### config.mk
export PLATFORM = sky130hd
export DESIGN_NAME = freq_lock_detect
export DESIGN_NICKNAME = d
export VERILOG_FILES = /design/src/rtl/fld_pkg.sv /design/src/rtl/fld_window.sv /design/src/rtl/fld_judge.sv /design/src/rtl/fld_lockfsm.sv /design/src/rtl/freq_lock_detect.sv
export SDC_FILE = /design/constraint.sdc
export NUM_CORES = 1
export LEC_CHECK = 0
export BUFFER_PORTS_ARGS = -buffer_cell sky130_fd_sc_hd__buf_2
export CAP_MARGIN = 20
export CELL_PAD_IN_SITES_DETAIL_PLACEMENT = 1
export CELL_PAD_IN_SITES_GLOBAL_PLACEMENT = 1
export CORE_UTILIZATION = 45
export DETAILED_ROUTE_END_ITERATION = 10
export PLACE_DENSITY_LB_ADDON = 0.1
export SLEW_MARGIN = 20
export SYNTH_ARGS = -nofsm -noshare
export SYNTH_HDL_FRONTEND = slang
export SYNTH_SLANG_ARGS = --single-unit
### constraint.sdc
create_clock -name clk -period 4.9 [get_ports clk]
set_input_delay 1.47 -clock clk [delete_from_list [all_inputs] [get_ports clk]]
set_output_delay 1.47 -clock clk [all_outputs]
set_load 0.02 [all_outputs]
### src/rtl/fld_pkg.sv
package fld_pkg;

    typedef enum logic [1:0] {
        MODE_PLL      = 2'b00,
        MODE_PLL_1TO1 = 2'b01,
        MODE_EXT      = 2'b10,
        MODE_RSVD     = 2'b11
    } fld_mode_e;

    typedef enum logic [1:0] {
        ST_HUNT   = 2'b00,
        ST_QUAL   = 2'b01,
        ST_LOCKED = 2'b10
    } fld_state_e;

    typedef struct packed {
        logic vld;
        logic acq_ok;
        logic rel_ok;
    } fld_verdict_t;

    // Tight band uses this right shift of the expected count; loose band one less.
    localparam int unsigned ACQ_SHIFT = 7;

    function automatic logic is_ext(input logic [1:0] m);
        return m == MODE_EXT;
    endfunction

endpackage

### src/rtl/fld_window.sv
module fld_window #(
    parameter int unsigned WIN_LEN = 256,
    parameter int unsigned INC_W   = 8,
    parameter int unsigned ACC_W   = 17
) (
    input  logic             clk,
    input  logic             rst,
    input  logic             restart,
    input  logic [INC_W-1:0] edge_inc,
    output logic             meas_vld,
    output logic [ACC_W-1:0] meas_cnt
);
    localparam int unsigned WIN_W = (WIN_LEN > 1) ? $clog2(WIN_LEN) : 1;
    localparam logic [WIN_W-1:0] LAST = WIN_W'(WIN_LEN - 1);
    localparam bit NEED_SAT =
        (longint'(WIN_LEN) * ((longint'(1) << INC_W) - 1)) >= (longint'(1) << ACC_W);

    logic [WIN_W-1:0] wcnt;
    logic [ACC_W-1:0] acc;
    logic [ACC_W-1:0] sum;

    generate
        if (NEED_SAT) begin : g_sat
            logic [ACC_W:0] wide;
            always_comb begin
                wide = {1'b0, acc} + (ACC_W+1)'(edge_inc);
                sum  = wide[ACC_W] ? {ACC_W{1'b1}} : wide[ACC_W-1:0];
            end
        end else begin : g_plain
            always_comb sum = acc + ACC_W'(edge_inc);
        end
    endgenerate

    always_ff @(posedge clk) begin
        if (rst || restart) begin
            wcnt     <= '0;
            acc      <= '0;
            meas_vld <= 1'b0;
            meas_cnt <= '0;
        end else begin
            meas_vld <= 1'b0;
            if (wcnt == LAST) begin
                meas_cnt <= sum;
                meas_vld <= 1'b1;
                acc      <= '0;
                wcnt     <= '0;
            end else begin
                acc  <= sum;
                wcnt <= wcnt + 1'b1;
            end
        end
    end

    generate
        if (WIN_LEN > 1) begin : g_chk

            meas_gap_chk: assert property (@(posedge clk) disable iff (rst)
                meas_vld |=> !meas_vld);
        end
    endgenerate

endmodule

### src/rtl/fld_judge.sv
module fld_judge
    import fld_pkg::*;
#(
    parameter int unsigned CNT_W = 16,
    parameter int unsigned ACC_W = 17
) (
    input  logic             meas_vld,
    input  logic [ACC_W-1:0] meas_cnt,
    input  logic [CNT_W-1:0] exp_cnt,
    output fld_verdict_t     verdict
);
    localparam int unsigned REL_SHIFT = ACQ_SHIFT - 1;

    logic [ACC_W-1:0] exp_ext;
    logic [ACC_W-1:0] err;
    logic [ACC_W-1:0] acq_tol;
    logic [ACC_W-1:0] rel_tol;

    always_comb begin
        exp_ext = ACC_W'(exp_cnt);
        err     = (meas_cnt >= exp_ext) ? (meas_cnt - exp_ext) : (exp_ext - meas_cnt);
        acq_tol = exp_ext >> ACQ_SHIFT;
        rel_tol = exp_ext >> REL_SHIFT;
        verdict.vld    = meas_vld;
        verdict.acq_ok = err <= acq_tol;
        verdict.rel_ok = err <= rel_tol;
    end

endmodule

### src/rtl/fld_lockfsm.sv
module fld_lockfsm
    import fld_pkg::*;
(
    input  logic         clk,
    input  logic         rst,
    input  logic         restart,
    input  fld_verdict_t verdict,
    input  logic         rd_stb,
    output logic         lock,
    output logic         lol_pulse,
    output logic         rd_lock
);
    fld_state_e st;

    assign lock = (st == ST_LOCKED);

    always_ff @(posedge clk) begin
        if (rst) begin
            st        <= ST_HUNT;
            lol_pulse <= 1'b0;
            rd_lock   <= 1'b0;
        end else begin
            lol_pulse <= 1'b0;
            if (rd_stb) rd_lock <= lock;
            if (restart) begin
                st <= ST_HUNT;
            end else if (verdict.vld) begin
                case (st)
                    ST_HUNT:   if (verdict.acq_ok) st <= ST_QUAL;
                    ST_QUAL:   st <= verdict.acq_ok ? ST_LOCKED : ST_HUNT;
                    ST_LOCKED: if (!verdict.rel_ok) begin
                                   st        <= ST_HUNT;
                                   lol_pulse <= 1'b1;
                               end
                    default:   st <= ST_HUNT;
                endcase
            end
        end
    end


    lock_rise_chk: assert property (@(posedge clk) disable iff (rst)
        $rose(lock) |-> $past(verdict.vld && verdict.acq_ok));

    lol_single_chk: assert property (@(posedge clk) disable iff (rst)
        lol_pulse |=> !lol_pulse);

    lol_on_fall_chk: assert property (@(posedge clk) disable iff (rst)
        lol_pulse |-> (!lock && $past(lock)));

    lock_drop_chk: assert property (@(posedge clk) disable iff (rst)
        ($past(!rst) && $fell(lock)) |-> (lol_pulse || $past(restart)));

    rd_prev_chk: assert property (@(posedge clk) disable iff (rst)
        $past(rd_stb && !rst) |-> (rd_lock == $past(lock)));

endmodule

### src/rtl/freq_lock_detect.sv
module freq_lock_detect
    import fld_pkg::*;
#(
    parameter int unsigned WIN_LEN = 256,
    parameter int unsigned CNT_W   = 16,
    parameter int unsigned INC_W   = 8
) (
    input  logic             clk,
    input  logic             rst,
    input  logic [CNT_W-1:0] exp_cnt,
    input  logic [1:0]       mode,
    input  logic             rd_stb,
    input  logic [INC_W-1:0] edge_inc,
    output logic             lock,
    output logic             lol_pulse,
    output logic             rst_ok,
    output logic             rd_lock
);
    localparam int unsigned ACC_W = CNT_W + 1;

    logic [CNT_W-1:0] exp_q;
    logic [1:0]       mode_q;
    logic             restart;
    logic             meas_vld;
    logic [ACC_W-1:0] meas_cnt;
    fld_verdict_t     verdict;

    always_ff @(posedge clk) begin
        if (rst) begin
            exp_q  <= exp_cnt;
            mode_q <= mode;
        end else begin
            exp_q  <= exp_cnt;
            mode_q <= mode;
        end
    end

    assign restart = (exp_cnt != exp_q) || (mode != mode_q) || is_ext(mode);

    fld_window #(
        .WIN_LEN (WIN_LEN),
        .INC_W   (INC_W),
        .ACC_W   (ACC_W)
    ) u_win (
        .clk      (clk),
        .rst      (rst),
        .restart  (restart),
        .edge_inc (edge_inc),
        .meas_vld (meas_vld),
        .meas_cnt (meas_cnt)
    );

    fld_judge #(
        .CNT_W (CNT_W),
        .ACC_W (ACC_W)
    ) u_judge (
        .meas_vld (meas_vld),
        .meas_cnt (meas_cnt),
        .exp_cnt  (exp_q),
        .verdict  (verdict)
    );

    fld_lockfsm u_fsm (
        .clk       (clk),
        .rst       (rst),
        .restart   (restart),
        .verdict   (verdict),
        .rd_stb    (rd_stb),
        .lock      (lock),
        .lol_pulse (lol_pulse),
        .rd_lock   (rd_lock)
    );

    assign rst_ok = lock && !is_ext(mode_q);


    ext_clear_chk: assert property (@(posedge clk) disable iff (rst)
        is_ext(mode) |=> (!lock && !rst_ok));

    restart_quiet_chk: assert property (@(posedge clk) disable iff (rst)
        restart |=> (!lock && !lol_pulse));

endmodule

**Yosys cells after proc, flatten, opt, wreduce, memory -nomap -nowiden**

Cells that the tools add are included.

- Flip-flop bits (word level): 65
- Bits in latches: 0
- Bits in writable memories: 0
- Memory bits (read-only): 0
- Bits of input ports: 29
- Output and inout bits: 4
- Word-level logic and storage cells: 44
- Memories: 0

- Add/subtract/negate cells: 4
- Multiply operators: 0
- Div/mod/pow operators: 0
- Magnitude comparators: 3
- Equal/unequal tests: 9
- Shifts and indexed selects: 0
- Multiplexer cells: 7
- Bitwise operators: 2
- Reductions and logical operators: 10

Operators by type and width:

| operator | count |
|---|---|
| 17-bit by 8-bit adder with 17-bit output | 1 |
| 17-bit by 16-bit >= comparator with 1-bit output | 1 |
| 17-bit by 10-bit less-or-equal comparator with 1-bit output | 1 |
| 17-bit by 9-bit less-or-equal comparator with 1-bit output | 1 |
| 17-bit 2-to-1 mux | 1 |
| 16-bit by 17-bit subtractor with 17-bit output | 1 |
| 17-bit by 16-bit subtractor with 17-bit output | 1 |
| 16-bit != test | 1 |
| 8-bit by 1-bit adder with 8-bit output, second input constant | 1 |
| 8-bit == test, second input constant | 1 |
| 2-bit == test, second input constant | 3 |
| 2-bit 2-to-1 mux | 3 |
| 2-bit one-hot mux with 3 select lines | 1 |
| 2-bit OR reduction | 2 |
| 4-bit OR reduction | 1 |
| 1-bit logical OR | 3 |
| 3-bit AND reduction | 1 |
| 2-bit by 1-bit == test with 1-bit output, second input constant | 1 |
| 2-bit logical NOT | 1 |
| 1-bit 2-to-1 mux | 2 |
| 2-bit by 1-bit != test with 1-bit output, second input constant | 1 |
| 2-bit != test | 1 |
| 2-bit != test, second input constant | 1 |
| 1-bit inverter | 2 |
| other kinds (2) | 2 |

**Longest topological paths before layout**

- Word-level depth: 5
- Depth in mapped cells: 23
- Gate-level depth less buffers: 20

**By module**

Synthesis repeated with hierarchy kept, for this count alone.

- Cell total of the unflattened synthesis: 608
- Area, all modules: 5082.4 um^2

Modules (own cells, without submodules):

| module | times used | cells an instance | area an instance (um^2) | sequential area each (um^2) |
|---|---|---|---|---|
| fld_judge | 1 | 321 | 2321.0 | 0.0 |
| fld_window | 1 | 224 | 2003.2 | 860.8 |
| freq_lock_detect | 1 | 46 | 584.3 | 360.3 |
| fld_lockfsm | 1 | 17 | 173.9 | 80.1 |

**Worst setup path before layout**

Ideal clock, no wire load.

- Path kind: register to register
- From: register exp_q[14]
- To: register u_fsm.st[0]
- Library setup time: 0.071 ns
- Arrival time: 4.290 ns
- Data required time: 4.829 ns
- Slack: 0.539 ns
- Cell stages (with the launch flop): 21
- Path buffers: 3
- Period minus slack after synthesis: 4.361 ns
- Cells stage by stage: dfxtp_1 inv_1 ha_1 a21o_1 a211o_1 nor3_1 a31o_1 buf_2 buf_2 buf_1 mux2_2 ha_1 nor2b_1 o21a_1 o21a_1 o21ai_0 a21oi_1 o21ai_0 nand3_1 or4_1 a21oi_1

- Cells in the longest elaborated chain, start to end: 5
- Elaborated cells between the ends (all ways): 13
- Classes of those cells: add/sub (2); order compare (3); eq/ne (3); mux (1); reduce/logical (4)

Ends and longest elaborated chain:

| item | RTL line | RTL |
|---|---|---|
| start: declaration | freq_lock_detect.sv:21 | `logic [CNT_W-1:0] exp_q;` |
| start signal: assignment | freq_lock_detect.sv:30 | `exp_q <= exp_cnt;` |
| start signal: assignment | freq_lock_detect.sv:33 | `exp_q <= exp_cnt;` |
| 16-bit by 17-bit subtractor with 17-bit output, or another cell as far along | fld_judge.sv:21 | `err = (meas_cnt >= exp_ext) ? (meas_cnt - exp_ext) : (exp_ext - meas_cnt);` |
| 17-bit 2-to-1 mux | fld_judge.sv:21 |  |
| 17-bit by 9-bit less-or-equal comparator with 1-bit output or 17-bit by 10-bit less-or-equal comparator with 1-bit output (tied branches) | fld_judge.sv:25, fld_judge.sv:26 |  |
| 2-bit by 1-bit != test with 1-bit output (no source line) or 2-bit != test (tied branches) | - |  |
| 3-bit AND reduction (no source line) | - |  |
| end signal: assignment | fld_lockfsm.sv:30 | `ST_QUAL: st <= verdict.acq_ok ? ST_LOCKED : ST_HUNT;` |
| end: declaration | fld_lockfsm.sv:13 | `fld_state_e st;` |

Parallel ways exist; a longest one is shown, timed or not.
A chain may end at the register's enable or synchronous reset.

**Worst setup path after layout**

- From: register exp_q[14]
- To: register u_fsm.st[1]

- Cells in the longest elaborated chain, start to end: 5
- Elaborated cells between the ends (all ways): 15
- Classes of those cells: add/sub (2); order compare (3); eq/ne (3); mux (3); reduce/logical (4)

Ends and longest elaborated chain:

| item | RTL line |
|---|---|
| 16-bit by 17-bit subtractor with 17-bit output, or another cell as far along | fld_judge.sv:21 |
| 17-bit 2-to-1 mux | fld_judge.sv:21 |
| 17-bit by 9-bit less-or-equal comparator with 1-bit output or 17-bit by 10-bit less-or-equal comparator with 1-bit output (tied branches) | fld_judge.sv:25, fld_judge.sv:26 |
| 2-bit 2-to-1 mux, or another cell as far along | fld_lockfsm.sv:30 |
| 2-bit one-hot mux with 3 select lines or 3-bit AND reduction (tied branches) | - |

Parallel ways exist; a longest one is shown, timed or not.

==> impl_metrics.yaml <==
setup_path:
  timing.rr.start: "exp_q[14]$_DFF_P_"
  worstPathMaxFanout: 12
  critPathTopFamily: "compound AO/OA/AOI/OAI gates"
  cpMaxStageDelayCell: "a2111oi_0"
  max_stage_delay_ns: 0.41
  crit_type: "register to register"
  endpoint: "u_fsm.st[1]$_SDFFE_PP0P_"
  path_depth: 19
  cp_common_cell: "a21oi_1"
  end_kind: "register"
  crit_chain: "inv_1 -> ha_1 -> a21o_1 -> a211o_1 -> a31oi_1 -> a31o_2 -> mux2i_1 -> inv_1 -> o22ai_1 -> a21oi_1 -> xor2_1 -> ha_1 -> a2111oi_0 -> a21oi_1 -> o31a_1 -> o22ai_1 -> nand2_1 -> a21oi_1 -> a21o_1"
  path_buf_inv: 2
  crit_required_ns: 5.19
  rrSetupSlack_ns: 0.42
  r2r_cells: 19
  start_kind: "register"
  crit_arrival_ns: 4.78
  crit_start: "exp_q[14]$_DFF_P_"
  worstReg2RegEnd: "u_fsm.st[1]$_SDFFE_PP0P_"
placement:
  place_congestion: 0.913
  port_buffers: 32
  dp.cells: 735
  placed_area_sq_um: 5050
  place_hpwl_mm: 10.8
final_layout:
  register_area_sq_um: 1300
  drive_gt1_share_pct: 11.5
  diodes: 0
  finalInstanceArea_sq_um: 5250
  area_delta_synth_final_pct: 9.87
  final_util_pct: 50.8
  final_cells: 751
  multiInputGateArea_sq_um: 3170
  fin_nets: 702
  fillers: 1296
route:
  first_iter_violations: 128
  wl_per_cell_um: 17.5
  wl_mm: 13.1
  routed_via_density: 5.58
  ant_nets: 0
  drt-pass1-iter-count: 4
  drc_errors: 0
  vias: 4189
timing:
  setup_tns_ns: 0
  fmax_mhz: 223
  clock_skew_ns: 0.00989
  slew_headroom_pct: 55.5
  setup_violations: 0
  rsz0062_at_grt: "false"
  hold_viol_final: 0
  report.final.slew_viol_count: 0
  period_share_pct: 91.5
  tightest_slew_ns: 0.668
  fin_crit_ns: 4.48
power:
  total_leakage_power_nw: 2.23
  p_total_w: 0.00118
  power.internal_w: 0.000834
  p_sw_w: 0.000345
  powerDensity_nw_per_um2: 225
  power_frac_clock_pct: 36.4
  power_switching_share_pct: 29.2
  power_frac_seq_pct: 46.2
  peakVddDrop_v: 0.000166
  p_comb_share_pct: 17.4
yosys:
  synth_area_sq_um: 4780
  synth.avg_cell_area_sq_um: 8.21
  syn-num-nets: 674
  synthCells: 582
  async_flop_share_pct: 0
  synthDistinctLibCells: 58
  synthFlopType: "dfxtp_1"
  synth.ff_latch_count: 65
  synth_seq_area_share_pct: 27.2
  ys.warnings.count: 0
  synth_edf_count: 0
grt:
  grt_max_degree: 25
  grt_pass1_wl_mm: 21.5
  grt_pass1_vias: 4379
  track_usage_pct: 24.9
  antenna_found_initial: 0
  grt_overflow: 0
floorplanning:
  floorplan.die.width_um: 105
  core.rowCount: 37
  core_area_sq_um: 10300
  dieHeight_um: 105
  die_area_sq_um: 11000
  start_util_pct: 46.3
  ios: 33
clock_tree:
  clk_latency_ns: 0.35
  clock-root-buffer: "clkbuf_8"
  cts-hold-fix-buffers: 0
  clk_pin_slew_worst_paths_ns: 0.07
  clock_path_buffers: 2
  cts_buffers: 9
  htreeDepth: 3
  cts_tree: "yes"
  clock_sinks: 65
run:
  max_cap_viol_count: 0
min_path:
  hp-class: "register to register"
run_status:
  outcome: "completed"
layer usage:
| metal | wire length [um] | global-route usage (%) | vias to the layer above |
|---|---|---|---|
| li1 | - | - | 2091 |
| met1 | 6230 | 30.9 | 2027 |
| met2 | 6290 | 42.6 | 51 |
| met3 | 348 | 5.12 | 20 |
| met4 | 265 | 8.95 | 0 |
| met5 | 0 | 0 | - |
sequential cells by signal (all words and copies together), names as in the netlist:
name,count
u_fsm.rd_lock,1
u_win.meas_vld,1
u_win.acc,17
mode_q,2
u_win.meas_cnt,17
exp_q,16
u_fsm.st,2
u_win.wcnt,8
u_fsm.lol_pulse,1
power groups by stage:
stage	registers (W)	clock network (W)	logic (W)
6_report	0.000545	0.000429	0.000205
5_1_grt	0.000546	0.000465	0.000229
4_1_cts	0.000545	0.000443	0.000204
3_5_place_dp	0.000557	0	0.000202
3_3_place_gp	0.000556	0	0.000198
2_1_floorplan	0.000555	0	0.000139
worst reg2reg max path, delay by kind of cell, from the launching register on:
family / cells / cell delay (ns)
DFF: 1 / 0.37
adders and majority gates: 2 / 0.54
AOI/OAI and AO/OA: 12 / 2.71
xor gates and xnor gates: 1 / 0.20
and+or+nand+nor: 1 / 0.09
muxes: 1 / 0.34
buffers and inverters: 2 / 0.18
final cells by class:
cell class                 count  area share, %
multi-input combinational    439           60.4
sequential                    65           24.8
inverter                      57           4.08
timing repair buffer          38           3.91
tap                          136           3.24
clock buffer                  11           2.88
clock inverter                 5          0.739
worst min-delay path by stage:
stage	start	endpoint	slack, ns	cells past startpoint
after floorplan	u_win.meas_vld$_SDFF_PP0_	u_fsm.lol_pulse$_SDFF_PP0_	0.44	2
after global placement	u_fsm.rd_lock$_SDFFE_PP0P_	u_fsm.rd_lock$_SDFFE_PP0P_	0.47	2
after detailed placement	u_win.wcnt[0]$_SDFF_PP0_	u_win.wcnt[0]$_SDFF_PP0_	0.47	1
after CTS	u_win.wcnt[0]$_SDFF_PP0_	u_win.wcnt[0]$_SDFF_PP0_	0.49	1
after global routing	u_win.meas_vld$_SDFF_PP0_	u_fsm.lol_pulse$_SDFF_PP0_	0.51	2
final	u_win.wcnt[0]$_SDFF_PP0_	u_win.wcnt[0]$_SDFF_PP0_	0.49	1
cell usage after synthesis, drive strengths merged (4+ instances only):
| master | n | area [sq um] |
|---|---|---|
| o22ai | 4 | 25.0 |
| nor3 | 7 | 35.0 |
| o211ai | 11 | 82.6 |
| a21o | 4 | 31.3 |
| clkbuf | 7 | 26.3 |
| ha | 60 | 751 |
| xnor2 | 25 | 219 |
| nand3 | 25 | 130 |
| o21a | 8 | 61.3 |
| and3 | 10 | 62.6 |
| nor2b | 14 | 87.6 |
| o21ai | 28 | 140 |
| nor2 | 51 | 191 |
| dfxtp | 65 | 1300 |
| inv | 57 | 214 |
| xor2 | 24 | 210 |
| a31oi | 5 | 31.3 |
| nand2 | 34 | 128 |
| a211oi | 17 | 138 |
| buf | 14 | 75.1 |
| mux2i | 10 | 100 |
| nand2b | 5 | 31.3 |
| nand4 | 10 | 62.6 |
| a21oi | 45 | 236 |
per-stage QoR:
step,setup WS [ns],hold slack [ns]
3_5_place_dp,0.337,0.475
4_1_cts,0.305,0.490
3_3_place_gp,0.424,0.469
5_1_grt,0.0156,0.510
6_report,0.415,0.486
2_1_floorplan,0.539,0.439
kinds of logic (layout without fill, tap and decap cells):
| kind of cell | count (synthesis) | count (layout) | synth area share (%) |
|---|---|---|---|
| mux | 11 | 11 | 2.33 |
| buf+inv | 78 | 111 | 6.60 |
| fa+ha+maj | 63 | 63 | 17.0 |
| flops | 65 | 65 | 27.2 |
| simple gates | 173 | 173 | 18.0 |
| compound gates | 143 | 143 | 19.9 |
| xor+xnor | 49 | 49 | 8.98 |
placed cells by master, fill, tap and decap left out, drive strengths merged, types with 17 or more instances in the layout:
cell type  Yosys  routed
nor2          51      51
nand2         34      34
o21ai         28      28
nand3         25      25
buf           14      38
a21oi         45      45
dfxtp         65      65
xnor2         25      25
a211oi        17      17
ha            60      60
xor2          24      24
inv           57      58
timing repair:
item | in CTS | in global routing
hold endpoints to repair | 0 | 0
setup endpoints to repair | 0 | 1
gates resized for setup | 0 | 4
buffers inserted | 0 | 0
Power figures use the tool's default switching activity.
